[config.mk]
export PLATFORM = sky130hd
export DESIGN_NAME = cfg_space_ctrl
export DESIGN_NICKNAME = d
export VERILOG_FILES = /design/src/rtl/cfg_space_pkg.sv /design/src/rtl/cfg_port_decode.sv /design/src/rtl/cfg_unit_bank.sv /design/src/rtl/cfg_pin_store.sv /design/src/rtl/cfg_space_ctrl.sv
export SDC_FILE = /design/constraint.sdc
export NUM_CORES = 1
export LEC_CHECK = 0
export BUFFER_PORTS_ARGS = -buffer_cell sky130_fd_sc_hd__buf_2
export CORE_ASPECT_RATIO = 2
export CORE_MARGIN = 3
export CORE_UTILIZATION = 35
export DETAILED_ROUTE_END_ITERATION = 7
export PLACE_DENSITY_LB_ADDON = 0.2
export SLEW_MARGIN = 20
export SYNTH_ARGS = -nofsm -noshare
export SYNTH_HDL_FRONTEND = slang
export SYNTH_SLANG_ARGS = --single-unit
[constraint.sdc]
create_clock -name clk_i -period 3.9 [get_ports clk_i]
set_input_delay 0.585 -clock clk_i [delete_from_list [all_inputs] [get_ports clk_i]]
set_output_delay 0.585 -clock clk_i [all_outputs]
set_load 0.02 [all_outputs]
[src/rtl/cfg_space_pkg.sv]
package cfg_space_pkg;
  localparam logic [7:0] IDX_UNIT_SEL = 8'h07;
  localparam logic [7:0] IDX_CHIP_ID  = 8'h20;
  localparam logic [7:0] IDX_CHIP_CFG = 8'h21;
  localparam logic [7:0] IDX_ACT      = 8'h30;
  localparam logic [7:0] IDX_BASE_HI  = 8'h60;
  localparam logic [7:0] IDX_BASE_LO  = 8'h61;
  localparam logic [7:0] IDX_PIN_SEL  = 8'hF0;
  localparam logic [7:0] IDX_PIN_CFG  = 8'hF1;
  localparam logic [7:0] IDX_PIN_EVT  = 8'hF2;
  localparam logic [7:0] CHIP_ID_VAL  = 8'hE9;
  localparam logic [7:0] CHIP_CFG_RST = 8'h01;
  localparam int unsigned PIN_SEL_W   = 5;

  typedef enum logic [1:0] {
    ACC_NONE,
    ACC_IDX,
    ACC_DATA
  } acc_port_e;
endpackage

[src/rtl/cfg_port_decode.sv]
module cfg_port_decode
  import cfg_space_pkg::*;
#(
  parameter int unsigned ADDR_W   = 16,
  parameter logic [ADDR_W-1:0] PRI_ADDR = 'h2E,
  parameter logic [ADDR_W-1:0] ALT_ADDR = 'h4E
) (
  input  logic              clk_i,
  input  logic              rst_ni,
  input  logic              strap_alt_i,
  input  logic [ADDR_W-1:0] addr_i,
  input  logic              wr_en_i,
  input  logic              rd_en_i,
  input  logic [7:0]        wdata_i,
  output logic [7:0]        idx_o,
  output logic              idx_rd_o,
  output logic              data_wr_o,
  output logic              data_rd_o
);
  logic [ADDR_W-1:0] idx_addr, data_addr;
  acc_port_e         port;
  logic [7:0]        idx_q;

  assign idx_addr  = strap_alt_i ? ALT_ADDR : PRI_ADDR;
  assign data_addr = idx_addr + ADDR_W'(1);

  always_comb begin
    if (addr_i == idx_addr)       port = ACC_IDX;
    else if (addr_i == data_addr) port = ACC_DATA;
    else                          port = ACC_NONE;
  end

  assign idx_rd_o  = rd_en_i && (port == ACC_IDX);
  assign data_rd_o = rd_en_i && (port == ACC_DATA);
  assign data_wr_o = wr_en_i && (port == ACC_DATA);

  always_ff @(posedge clk_i or negedge rst_ni) begin
    if (!rst_ni)                             idx_q <= '0;
    else if (wr_en_i && (port == ACC_IDX))   idx_q <= wdata_i;
  end

  assign idx_o = idx_q;

  AST_IDX_HOLD: assert property (@(posedge clk_i) disable iff (!rst_ni)
    (data_wr_o || data_rd_o) |=> $stable(idx_q));
endmodule

[src/rtl/cfg_unit_bank.sv]
module cfg_unit_bank
  import cfg_space_pkg::*;
#(
  parameter int unsigned NUM_UNITS     = 16,
  parameter int unsigned GPIO_UNIT     = 7,
  parameter logic [15:0] GPIO_BASE_RST = 16'h0680
) (
  input  logic        clk_i,
  input  logic        rst_ni,
  input  logic [7:0]  unit_i,
  input  logic [7:0]  idx_i,
  input  logic        wr_i,
  input  logic [7:0]  wdata_i,
  output logic [7:0]  rdata_o,
  output logic        hit_o,
  output logic [7:0]  gpio_act_o,
  output logic [15:0] gpio_base_o
);
  localparam int unsigned UNIT_W = (NUM_UNITS > 1) ? $clog2(NUM_UNITS) : 1;

  logic [7:0]  act_q  [NUM_UNITS];
  logic [15:0] base_q [NUM_UNITS];
  logic              unit_ok;
  logic [UNIT_W-1:0] u;
  logic              is_act, is_hi, is_lo;

  assign unit_ok = (32'(unit_i) < NUM_UNITS);
  assign u       = UNIT_W'(unit_i);
  assign is_act  = (idx_i == IDX_ACT);
  assign is_hi   = (idx_i == IDX_BASE_HI);
  assign is_lo   = (idx_i == IDX_BASE_LO);
  assign hit_o   = unit_ok && (is_act || is_hi || is_lo);

  always_ff @(posedge clk_i or negedge rst_ni) begin
    if (!rst_ni) begin
      for (int k = 0; k < NUM_UNITS; k++) begin
        act_q[k]  <= (k == GPIO_UNIT) ? 8'h01 : 8'h00;
        base_q[k] <= (k == GPIO_UNIT) ? GPIO_BASE_RST : 16'h0000;
      end
    end else if (wr_i && unit_ok) begin
      if (is_act) act_q[u]        <= wdata_i;
      if (is_hi)  base_q[u][15:8] <= wdata_i;
      if (is_lo)  base_q[u][7:0]  <= wdata_i;
    end
  end

  always_comb begin
    rdata_o = 8'h00;
    if (unit_ok) begin
      if (is_act)     rdata_o = act_q[u];
      else if (is_hi) rdata_o = base_q[u][15:8];
      else if (is_lo) rdata_o = base_q[u][7:0];
    end
  end

  assign gpio_act_o  = act_q[GPIO_UNIT];
  assign gpio_base_o = base_q[GPIO_UNIT];

  AST_BASE_HOLD: assert property (@(posedge clk_i) disable iff (!rst_ni)
    !wr_i |=> $stable(gpio_base_o));
  AST_ACT_HOLD: assert property (@(posedge clk_i) disable iff (!rst_ni)
    !wr_i |=> $stable(gpio_act_o));
endmodule

[src/rtl/cfg_pin_store.sv]
module cfg_pin_store
  import cfg_space_pkg::*;
#(
  parameter int unsigned NUM_PINS = 32
) (
  input  logic                 clk_i,
  input  logic                 rst_ni,
  input  logic                 en_i,
  input  logic [7:0]           idx_i,
  input  logic                 wr_i,
  input  logic [7:0]           wdata_i,
  input  logic [PIN_SEL_W-1:0] sel_wdata_i,
  output logic [7:0]           rdata_o,
  output logic                 hit_o
);
  logic [PIN_SEL_W-1:0] pin_q;
  logic [NUM_PINS*8-1:0] cfg_flat, evt_flat;
  logic pin_ok, is_sel, is_cfg, is_evt;

  assign is_sel = (idx_i == IDX_PIN_SEL);
  assign is_cfg = (idx_i == IDX_PIN_CFG);
  assign is_evt = (idx_i == IDX_PIN_EVT);
  assign hit_o  = en_i && (is_sel || is_cfg || is_evt);
  assign pin_ok = (32'(pin_q) < NUM_PINS);

  always_ff @(posedge clk_i or negedge rst_ni) begin
    if (!rst_ni)                    pin_q <= '0;
    else if (wr_i && en_i && is_sel) pin_q <= sel_wdata_i;
  end

  for (genvar p = 0; p < NUM_PINS; p++) begin : g_pin
    logic [7:0] cfg_q, evt_q;
    logic       here;
    assign here = en_i && wr_i && (32'(pin_q) == p);
    always_ff @(posedge clk_i or negedge rst_ni) begin
      if (!rst_ni) begin
        cfg_q <= 8'h00;
        evt_q <= 8'h00;
      end else if (here) begin
        if (is_cfg) cfg_q <= wdata_i;
        if (is_evt) evt_q <= wdata_i;
      end
    end
    assign cfg_flat[p*8 +: 8] = cfg_q;
    assign evt_flat[p*8 +: 8] = evt_q;
  end

  always_comb begin
    rdata_o = 8'h00;
    if (en_i) begin
      if (is_sel)                rdata_o = {2'b00, pin_q[4:3], 1'b0, pin_q[2:0]};
      else if (is_cfg && pin_ok) rdata_o = cfg_flat[32'(pin_q)*8 +: 8];
      else if (is_evt && pin_ok) rdata_o = evt_flat[32'(pin_q)*8 +: 8];
    end
  end

  AST_SEL_GATED: assert property (@(posedge clk_i) disable iff (!rst_ni)
    !(wr_i && en_i) |=> $stable(pin_q));
endmodule

[src/rtl/cfg_space_ctrl.sv]
module cfg_space_ctrl
  import cfg_space_pkg::*;
#(
  parameter int unsigned ADDR_W        = 16,
  parameter int unsigned NUM_UNITS     = 16,
  parameter int unsigned NUM_PINS      = 32,
  parameter int unsigned GPIO_UNIT     = 7,
  parameter logic [15:0] GPIO_BASE_RST = 16'h0680
) (
  input  logic              clk_i,
  input  logic              rst_ni,
  input  logic              strap_alt_i,
  input  logic [ADDR_W-1:0] addr_i,
  input  logic              wr_en_i,
  input  logic              rd_en_i,
  input  logic [7:0]        wdata_i,
  output logic [7:0]        rdata_o,
  output logic              rvalid_o,
  output logic [15:0]       gpio_base_o,
  output logic              gpio_en_o
);
  logic [7:0]  idx;
  logic        idx_rd, data_wr, data_rd;
  logic [7:0]  chip_cfg_q, unit_sel_q;
  logic [7:0]  bank_rdata, pin_rdata, rd_val;
  logic        bank_hit, pin_hit, gpio_sel, known;
  logic [7:0]  gpio_act;
  logic [15:0] gpio_base;

  cfg_port_decode #(.ADDR_W(ADDR_W)) u_dec (
    .clk_i, .rst_ni, .strap_alt_i, .addr_i, .wr_en_i, .rd_en_i, .wdata_i,
    .idx_o(idx), .idx_rd_o(idx_rd), .data_wr_o(data_wr), .data_rd_o(data_rd)
  );

  always_ff @(posedge clk_i or negedge rst_ni) begin
    if (!rst_ni) begin
      chip_cfg_q <= CHIP_CFG_RST;
      unit_sel_q <= 8'h00;
    end else if (data_wr) begin
      if (idx == IDX_CHIP_CFG) chip_cfg_q <= wdata_i;
      if (idx == IDX_UNIT_SEL) unit_sel_q <= wdata_i;
    end
  end

  cfg_unit_bank #(
    .NUM_UNITS(NUM_UNITS), .GPIO_UNIT(GPIO_UNIT), .GPIO_BASE_RST(GPIO_BASE_RST)
  ) u_bank (
    .clk_i, .rst_ni, .unit_i(unit_sel_q), .idx_i(idx), .wr_i(data_wr),
    .wdata_i, .rdata_o(bank_rdata), .hit_o(bank_hit),
    .gpio_act_o(gpio_act), .gpio_base_o(gpio_base)
  );

  assign gpio_sel = (32'(unit_sel_q) == GPIO_UNIT);

  cfg_pin_store #(.NUM_PINS(NUM_PINS)) u_pins (
    .clk_i, .rst_ni, .en_i(gpio_sel), .idx_i(idx), .wr_i(data_wr),
    .wdata_i, .sel_wdata_i({wdata_i[5:4], wdata_i[2:0]}),
    .rdata_o(pin_rdata), .hit_o(pin_hit)
  );

  always_comb begin
    known  = 1'b1;
    rd_val = 8'h00;
    if (idx_rd)                    rd_val = idx;
    else if (idx == IDX_CHIP_ID)   rd_val = CHIP_ID_VAL;
    else if (idx == IDX_CHIP_CFG)  rd_val = chip_cfg_q;
    else if (idx == IDX_UNIT_SEL)  rd_val = unit_sel_q;
    else if (bank_hit)             rd_val = bank_rdata;
    else if (pin_hit)              rd_val = pin_rdata;
    else                           known  = 1'b0;
  end

  always_ff @(posedge clk_i or negedge rst_ni) begin
    if (!rst_ni) begin
      rdata_o     <= 8'h00;
      rvalid_o    <= 1'b0;
      gpio_base_o <= GPIO_BASE_RST;
      gpio_en_o   <= 1'b1;
    end else begin
      rvalid_o    <= idx_rd || data_rd;
      if (idx_rd || data_rd) rdata_o <= rd_val;
      gpio_base_o <= gpio_base;
      gpio_en_o   <= chip_cfg_q[0] && (gpio_act != 8'h00);
    end
  end

  AST_RD_LATENCY: assert property (@(posedge clk_i) disable iff (!rst_ni)
    (idx_rd || data_rd) |=> rvalid_o);
  AST_NO_STRAY_VALID: assert property (@(posedge clk_i) disable iff (!rst_ni)
    !(idx_rd || data_rd) |=> !rvalid_o);
  AST_ID_VALUE: assert property (@(posedge clk_i) disable iff (!rst_ni)
    (data_rd && idx == IDX_CHIP_ID) |=> (rdata_o == CHIP_ID_VAL));
  AST_UNIMPL_ZERO: assert property (@(posedge clk_i) disable iff (!rst_ni)
    (data_rd && !known) |=> (rdata_o == 8'h00));
  AST_EN_GATE: assert property (@(posedge clk_i) disable iff (!rst_ni)
    !chip_cfg_q[0] |=> !gpio_en_o);
endmodule

==> results.tsv <==
stage	metric	value	unit
run_status	outcome	finished, final reports clean	
final_layout	fin_nets	2980	
worst_setup_path	critPathMostFrequentCell	mux4_2	
sta	worst_pin_slew	1.027	ns
synth	syn-cell-area	0.04405	mm^2
clocking	cts_root_buf	clkbuf_16	
worst_setup_path	r2r_start	unit_sel_q[1]	
placed_design	hpwl	92.95	mm
floorplanning	fp.coreArea	0.1246	mm^2
worst_setup_path	worstSetupPathType	flop to flop	
global_route	grt_pass1_wl	197.8	mm
power_and_ir_drop	power.total	0.01943	W
floorplanning	die_h	507.7	um
detailed_routing	drtAntennaViolNets	0	
sta	rsz0062_at_grt	no	
synth	synth_top_area_frac	0.5351	
floorplanning	start_util	0.3537	
power_and_ir_drop	ir_drop	0.2530	mV
worst_setup_path	ff2ff_setup_slack	0.44	ns
synth	netlist_instances	2846	
sta	fin_skew	0.02559	ns
sta	fin_crit	3.460	ns
synth	ys_seq_area_frac	0.5405	
worst_setup_path	critPathArrivalTime	4.02	ns
sta	period_share	0.8872	
final_layout	final_util	0.4025	
sta	worst_slack	0.4401	ns
sta	slew-limit-headroom	0.3153	
sta	finalSetupViolCount	0	
global_route	grtUsageTotal	0.2048	
clocking	cts_resized	0	
placed_design	place.gp.congestion	0.9196	
global_route	gr-usage-met3	0.02507	
floorplanning	ioPinCount	55	
detailed_routing	drtPass1Iterations	5	
global_route	use_met2	0.3846	
worst_setup_path	worstPathMaxFanout	27	
synth	synth.most_common_cell	dfrtp_1	
final_layout	drive_gt1_frac	0.5314	
worst_setup_path	cp-end-kind	flop	
clocking	clk_latency	0.69	ns
global_route	grt_max_degree	117	
detailed_routing	wl_per_cell	27.99	um
clocking	cts_made_buffers	90	
worst_setup_path	endpoint	rdata_o[5]	
final_layout	fillCellCount	11552	
worst_setup_path	worstPathRequired	4.46	ns
final_layout	seq_area	0.02383	mm^2
min_path	hp-start	u_bank.gpio_base_o[7]	
synth	synth_edf_count	0	
final_layout	syn_to_final_growth	13.82	%
global_route	grt_pass1_vias	28624	
sta	finalSetupTns	0	ns
final_layout	multiInputGateArea	0.01935	mm^2
clocking	cts_buffer_depth	3	
placed_design	port_buffers	54	
worst_setup_path	cp-startpoint	unit_sel_q[1]	
synth	syn_nets	2875	
clocking	cts_tree	built	
power_and_ir_drop	power_density	387.6	mW/mm^2
final_layout	fin_cells	4693	
global_route	top_usage_layer	met2	
sta	fmax	289.0	MHz
clocking	clkTransAtPathRegs	0.07	ns
global_route	overflow	0	
worst_setup_path	cp-start-kind	flop	
synth	synth_cell_type_count	73	
placed_design	post-place-ws	0.3993	ns
worst_setup_path	r2r_cells	7	
synth	avgSynthCellArea	15.48	um^2
detailed_routing	avgViaCountPerCell	5.436	
detailed_routing	drt_iter0_drc	1420	
placed_design	dp_cells	4522	
synth	synth-async-reset-ratio	1.000	
min_path	hp-class	flop to flop	
power_and_ir_drop	p_leak	23.78	nW
detailed_routing	wirelength	131.4	mm
synth	synth_common_cells	942 x dfrtp_1, 896 x mux2_2, 235 x mux4_2	
sta	slew_violations	0	
worst_setup_path	r2r-end	rdata_o[5]	
sta	hold_viol	0	
clocking	cts_num_sinks	951	
worst_setup_path	slowest_stage	dfrtp_4	
detailed_routing	drc	0	
floorplanning	rows	183	
synth	ys_ff_latch	951	
synth	synth_top_area_cell	dfrtp_1	
synth	yosysWarnings	0	
worst_setup_path	crit_chain	mux4_2 -> mux4_2 -> and2_1 -> o311ai_0 -> buf_4 -> o311a_1 -> o21ai_0	
global_route	antenna_found_initial	3	
synth	synthTopCellsByArea	dfrtp_1 54%, mux2_2 23%, mux4_2 12%	
floorplanning	dieArea	0.1304	mm^2
synth	ys.flop_type	dfrtp_1	
floorplanning	die_w	256.9	um
worst_setup_path	max_stage_delay	0.83	ns
clocking	cts-htree-levels	3	
detailed_routing	dr_total_vias	25512	
global_route	met1_usage	0.2158	
run	maxCapViolCount	0	
[logic make-up (layout without fill, tap and decap cells)]
kind of cell    Yosys count  after routing  synth area share
compound gates          133            133           0.02059
buf+inv                 213            393           0.02025
flops                   951            951            0.5405
mux                    1203           1203            0.3666
other cells               0              2                 0
simple gates            346            346           0.05212
[worst max-delay path: cells and delay by family (launching register included)]
kind,cells,cell delay (ns)
simple gates,1,0.21
flops,1,0.83
mux,2,1.20
compound gates,3,0.84
buf+inv,1,0.21
[stage by stage]
stage,hold WS (ns),area (um^2)
final,0.3694,50140
after global routing,0.3627,50140
after CTS,0.3016,50110
after detailed placement,0.3651,47060
after global placement,0.3615,47060
after floorplan,0.2894,44050
[how the worst min path moves through the flow]
| stage | to | slack, ns | cells past startpoint |
|---|---|---|---|
| finish | gpio_base_o[7] | 0.37 | 0 |
| detailed placement | gpio_base_o[7] | 0.37 | 0 |
| global route | u_pins.g_pin[6].evt_q[0] | 0.36 | 2 |
| floorplan | chip_cfg_q[1] | 0.29 | 0 |
| global placement | gpio_base_o[9] | 0.36 | 0 |
| CTS | rvalid_o | 0.30 | 3 |
[routing by layer]
metal | wire [um] | vias to the layer above
met4 | 9429 | 2
met3 | 4039 | 260
met2 | 72060 | 578
met1 | 45820 | 13820
li1 | - | 10852
met5 | 10 | -
[report_power, final]
group / internal, W / leakage [nW] / switching, W / total [W]
clock: 0.00512 / 1.49 / 0.00398 / 0.00910
sequential: 0.00986 / 13.2 / 0.000000160 / 0.00986
combinational: 0.0000731 / 9.05 / 0.000399 / 0.000472
total: 0.0151 / 23.8 / 0.00438 / 0.0194
[state kept, by name, indices dropped and copies added (netlist names)]
register / flops
chip_cfg_q: 8
gpio_base_o: 16
gpio_en_o: 1
rdata_o: 8
rvalid_o: 1
u_bank.act_q: 120
u_bank.base_q: 240
u_bank.gpio_act_o: 8
u_bank.gpio_base_o: 16
u_dec.idx_o: 8
u_pins.g_pin.cfg_q: 256
u_pins.g_pin.evt_q: 256
u_pins.pin_q: 5
unit_sel_q: 8
[placed cells by master (no fill, tap or decap), types with 7 or more instances in the layout]
cell type,count
buf_12,20
a21oi_1,28
nor2_8,19
buf_2,45
mux2i_1,35
nor4_1,9
mux2_2,896
nand2_2,11
a22oi_1,15
or3_1,8
nor2b_1,12
a211oi_1,9
nor3_1,24
dfrtp_1,937
o22ai_1,18
nor2_1,44
clkinv_2,21
nor2_2,20
buf_4,151
clkbuf_1,17
bufinv_16,7
nand3_1,25
clkbuf_8,15
mux2_1,37
dfstp_2,9
mux4_2,235
nor2_4,26
or2_2,7
nand2_1,86
o21ai_0,16
and3_1,7
clkbuf_16,92
nand4_1,8
[repair_timing]
item / CTS / global route
endpoints found under the setup margin: 0 / 0
hold buffers: 1 / 0
setup buffers: 0 / 0
endpoints found under the hold margin: 1 / 0
[area by class of cell]
| cell class | count | area share |
|---|---|---|
| antenna | 2 | 0.00009982 |
| clock buffer | 124 | 0.05131 |
| clock inverter | 43 | 0.009208 |
| inverter | 7 | 0.0005240 |
| multi-input combinational | 1682 | 0.3860 |
| sequential | 951 | 0.4752 |
| tap | 1665 | 0.04155 |
| timing repair buffer | 219 | 0.03613 |
Note: power is estimated with default switching activity, not from simulation.
